[config.mk]
export PLATFORM = sky130hd
export DESIGN_NAME = sysctl_regs
export DESIGN_NICKNAME = d
export VERILOG_FILES = /design/src/rtl/sysctl_regs.sv
export SDC_FILE = /design/constraint.sdc
export NUM_CORES = 1
export LEC_CHECK = 0
export BUFFER_PORTS_ARGS = -buffer_cell sky130_fd_sc_hd__buf_2
export CAP_MARGIN = 20
export CORE_MARGIN = 1
export CORE_UTILIZATION = 25
export CTS_BUF_LIST = sky130_fd_sc_hd__clkbuf_4
export DETAILED_ROUTE_END_ITERATION = 7
export SLEW_MARGIN = 20
export SYNTH_ARGS = -nofsm -noshare
export SYNTH_HDL_FRONTEND = slang
export SYNTH_SLANG_ARGS = --single-unit
[constraint.sdc]
create_clock -name clk -period 3.23 [get_ports clk]
set_input_delay 0.4845 -clock clk [delete_from_list [all_inputs] [get_ports clk]]
set_output_delay 0.4845 -clock clk [all_outputs]
set_load 0.03 [all_outputs]
[src/rtl/sysctl_regs.sv]
module sysctl_regs #(
  parameter int          ADDR_W = 7,
  parameter int          GPIO_W = 32,
  parameter logic [31:0] CLK_HZ = 32'd80000000,
  parameter logic [31:0] CAPS   = 32'h0000_0000,
  parameter logic [31:0] SYS_ID = 32'h1001_4D31,
  parameter logic [GPIO_W-1:0] STRAP = GPIO_W'(1)
) (
  input  logic              clk,
  input  logic              rst_n,
  input  logic [ADDR_W-1:0] bus_addr,
  input  logic [31:0]       bus_wdata,
  input  logic              bus_we,
  output logic [31:0]       bus_rdata,
  output logic              bus_err,
  input  logic [GPIO_W-1:0] gpio_in,
  output logic [GPIO_W-1:0] gpio_out,
  output logic              shutdown_req,
  output logic              reset_req
);
  localparam int IDX_W = ADDR_W - 2;
  localparam logic [IDX_W-1:0] W_GIN   = IDX_W'(0);
  localparam logic [IDX_W-1:0] W_GOUT  = IDX_W'(1);
  localparam logic [IDX_W-1:0] W_GIEN  = IDX_W'(2);
  localparam logic [IDX_W-1:0] W_CMD   = IDX_W'(16);
  localparam logic [IDX_W-1:0] W_SCR   = IDX_W'(20);
  localparam logic [IDX_W-1:0] W_LOCK  = IDX_W'(21);
  localparam logic [IDX_W-1:0] W_FREQ  = IDX_W'(29);
  localparam logic [IDX_W-1:0] W_CAPS  = IDX_W'(30);
  localparam logic [IDX_W-1:0] W_ID    = IDX_W'(31);
  localparam logic [15:0]      OFF_CODE = 16'h000E;

  logic [IDX_W-1:0]  widx;
  logic              aligned, wr;
  logic [GPIO_W-1:0] gin_s1, gin_s2, gien_q;
  logic [31:0]       scratch_q;
  logic              lock_q;

  assign widx    = bus_addr[ADDR_W-1:2];
  assign aligned = (bus_addr[1:0] == 2'b00);
  assign wr      = bus_we && aligned;

  always_ff @(posedge clk or negedge rst_n) begin
    if (!rst_n) begin
      gin_s1 <= STRAP;
      gin_s2 <= STRAP;
    end else begin
      gin_s1 <= gpio_in;
      gin_s2 <= gin_s1;
    end
  end

  always_ff @(posedge clk or negedge rst_n) begin
    if (!rst_n) begin
      gpio_out  <= '0;
      gien_q    <= '0;
      scratch_q <= '0;
      lock_q    <= 1'b0;
    end else if (wr) begin
      if (widx == W_GOUT) gpio_out  <= bus_wdata[GPIO_W-1:0];
      if (widx == W_GIEN) gien_q    <= bus_wdata[GPIO_W-1:0];
      if (widx == W_SCR)  scratch_q <= bus_wdata;
      if (widx == W_LOCK) lock_q    <= 1'b1;
    end
  end

  always_ff @(posedge clk or negedge rst_n) begin
    if (!rst_n) begin
      shutdown_req <= 1'b0;
      reset_req    <= 1'b0;
    end else begin
      shutdown_req <= wr && (widx == W_CMD) && (bus_wdata[15:0] == OFF_CODE);
      reset_req    <= wr && (widx == W_ID);
    end
  end

  always_comb begin
    bus_rdata = '0;
    bus_err   = 1'b0;
    if (!aligned) begin
      bus_err = 1'b1;
    end else begin
      unique case (widx)
        W_GIN:   bus_rdata = 32'(gin_s2);
        W_GOUT:  bus_rdata = 32'(gpio_out);
        W_GIEN:  bus_rdata = 32'(gien_q);
        W_CMD:   bus_rdata = 32'h0000_0001;
        W_SCR:   bus_rdata = scratch_q;
        W_LOCK:  bus_rdata = {31'b0, lock_q};
        W_FREQ:  bus_rdata = CLK_HZ;
        W_CAPS:  bus_rdata = CAPS;
        W_ID:    bus_rdata = SYS_ID;
        default: bus_err   = 1'b1;
      endcase
    end
  end
endmodule

==> run summary <==
Status: complete, no violations
Die ar.: 0.0263 mm²
Post-DP HPWL: 12100 µm
Top FF cell, synth: dfrtp_1
Row cnt: 58
Routed WL: 18300 µm
Cell family with most CP delay: buffers and inverters
Clk pwr share: 31.2%
Sequential share of power: 57.7%
CTS Buf Count: 17
Post-synthesis compound-gate area fraction: 8.26%
CTS tree: done
Post-synth top area share: 62.9%
Post-synthesis adder-cell area fraction: 0.156%
Smallest hold slack: 0.169 ns
Synthesized area: 0.00641 mm²
Synth Net Count: 535
Type of origin of the critical path: input pin
First-pass GRT wire length: 27400 µm
Synth Warn #: 0
Synth Area in Simple Gates: 5.13%
Synth Area in XOR/XNOR: 0%
Fin crit period: 2.83 ns
Multi-input gate area: 0.00222 mm²
NetSw: 1.12 mW
Clk buf depth: 2
Final hold viol count: 0
Synth area leader: dfrtp_1
Die X: 162 µm
Rel. slew slack: 52.4%
RSZ-0062 raised after global routing: no
Worst Skew: 0.00962 ns
Final antenna-violating net count: 0
Core Region: 0.0252 mm²
Met2 wire len: 8970 µm
Clk slew on worst S/H paths: 0.16 ns
FILL cells: 2533
Max Fclk: 353 MHz
Total congestion overflow: 0
Worst Hold Class: input pin to flop
CP most frequent cell: buf_2
Synth-to-layout area growth: 28.7%
Switch share: 28.9%
Crit-path max FO: 17
Stages on worst setup path: 7
Number of flops mapped to enable cells by yosys: 0
# setup viols final: 0
Slew Viols, Final: 0
Port-buffer cells: 140
Slowest-stage cell, CP: a211oi_1
Cell Chain, Critical Path: buf_2 -> clkinv_1 -> a211oi_1 -> o21ai_4 -> buf_16 -> a31oi_1 -> buf_2
DR vias/cell: 4.52
Leak: 4.01 nW
Hold Path Cell Cnt: 2
Critical Path Sink Type: output port
Layout cells sized above 1: 32.7%
Setup TNS: 0 ns
Drt drc: 0
1st-pass router iterations: 4
Mux cell area share after synthesis: 20.4%
GP Congestion: 0.736
Most instantiated cells after synthesis: dfrtp_1, mux2_1, a21oi_1
Ys async rst share: 100%
Power per cell area: 472 mW/mm²
Most numerous cell in the Yosys netlist: dfrtp_1
Gate power share: 11.0%
Slew at the pin closest to its max-slew limit: 0.704 ns
Final Cycle Share: 87.6%
Metal3 WL: 801 µm
Final net count: 719
Post-Route M1 WL: 8460 µm
DRT iter0 DRCs: 269
Setup Buffers After CTS: 0
Initial antenna violation count: 1
Internal power: 2.77 mW
Number of global-route vias before repair: 4503
IO Pins: 141
Starting density of the core: 25.5%
Post-cts sizing count: 0
Cells after synthesis: 461
Via count: 4465
CTS H-Tree Depth: 4
CP Buf/Inv Count: 4
Pin count of the biggest net entering global routing: 72
CP Class: input pin to output port
CP arrival: 2.35 ns
Clock Sinks: 163
Syn Area/Cell: 13.9 µm²
Die Y: 162 µm
CTS root buf: clkbuf_4
Seq/Total Area, Yosys: 63.7%
Reg area: 0.00408 mm²
Max_cap viols: 0
Top cells by area, synth: dfrtp_1, mux2_1, a21oi_1, mux2_2, a22oi_1
Largest stage delay, worst path: 0.41 ns
WL/cell: 18.6 µm
Top sig layer: met4
Worst Path Required: 2.75 ns
Worst skew pair latency: 0.55 ns
#FFs+latches synth: 163
GRT Util Overall: 14.5%
Combinational family with the most area after synthesis: multiplexers
R2R cell count: 1
VDD IR-drop max: 0.204 mV
Synth cell types: 42
==> cell usage in the layout, fill, tap and decap left out, types with 3 or more instances in the layout <==
cell type	instances
a21oi_1	53
a222oi_1	9
a22oi_1	14
buf_12	3
buf_2	139
buf_4	17
clkbuf_4	17
clkinv_4	3
dfrtp_1	161
dlygate4sd3_1	33
inv_6	4
inv_8	4
mux2_1	96
mux2_2	13
mux2i_1	8
nand2_1	22
nand3_1	3
nor2_1	14
nor3_1	3
nor4_1	3
==> flip-flops by register name, summed over array words and instances, names as in the netlist <==
| register | flops |
|---|---|
| gien_q | 32 |
| gin_s1 | 32 |
| gin_s2 | 32 |
| gpio_out | 32 |
| lock_q | 1 |
| reset_req | 1 |
| scratch_q | 32 |
| shutdown_req | 1 |
==> stage by stage <==
| stage | util, % | power [mW] | std cells | setup slack, ns | cell area (µm²) |
|---|---|---|---|---|---|
| 2_1_floorplan | - | 2.48 | 461 | 0.515 | 6410 |
| 3_3_place_gp | 30.2 | 2.68 | 922 | 0.365 | 7610 |
| 3_5_place_dp | 30.2 | 2.69 | 922 | 0.329 | 7610 |
| 4_1_cts | 32.6 | 3.97 | 986 | 0.330 | 8220 |
| 5_1_grt | 32.7 | 4.09 | 988 | 0.226 | 8250 |
| 6_report | 32.7 | 3.89 | 988 | 0.399 | 8250 |
==> logic make-up after synthesis <==
| group | after synthesis |
|---|---|
| muxes | 117 |
| and+or+nand+nor | 63 |
| DFF | 163 |
| adders and majority gates | 1 |
| AOI/OAI and AO/OA | 86 |
| buffers and inverters | 31 |
==> final cells by class <==
type                            instances  area share (%)
Timing Repair Buffer                  194            15.2
Clock inverter                         14            1.76
Tap cell                              330            5.01
Multi-Input combinational cell        267            26.9
Sequential cell                       163            49.5
Inverter                                2          0.0910
Clock buffer                           17            1.55
Antenna cell                            1          0.0303
==> final timing paths <==
kind / endpoint / slack [ns] / startpoint
max reg2reg: gpio_out[5] / 2.39 / gpio_out[5]
max in group asynchronous: gpio_out[16] / 1.95 / rst_n
max: bus_rdata[10] / 0.40 / bus_addr[2]
min: gien_q[29] / 0.17 / bus_wdata[29]
min reg2reg: gin_s2[21] / 0.36 / gin_s1[21]
min in group asynchronous: gpio_out[7] / 0.47 / rst_n
==> metal layers <==
metal / global-route usage, % / up-vias
met5: 0 / -
met4: 3.52 / 0
met3: 3.52 / 7
met2: 23.8 / 111
met1: 19.2 / 2297
li1: - / 2050
==> what timing repair did <==
| action | in CTS | in global routing |
|---|---|---|
| endpoints found under the hold margin | 98 | 0 |
| endpoints found under the setup margin | 0 | 0 |
| hold buffers | 33 | 0 |
==> power by group through the flow <==
stage / registers, mW / logic, mW / clock network (mW)
floorplan: 2.34 / 0.140 / 0
global placement: 2.28 / 0.399 / 0
detailed placement: 2.29 / 0.403 / 0
CTS: 2.25 / 0.436 / 1.29
global route: 2.26 / 0.468 / 1.36
finish: 2.25 / 0.429 / 1.22
(Power assumes the default switching activity.)
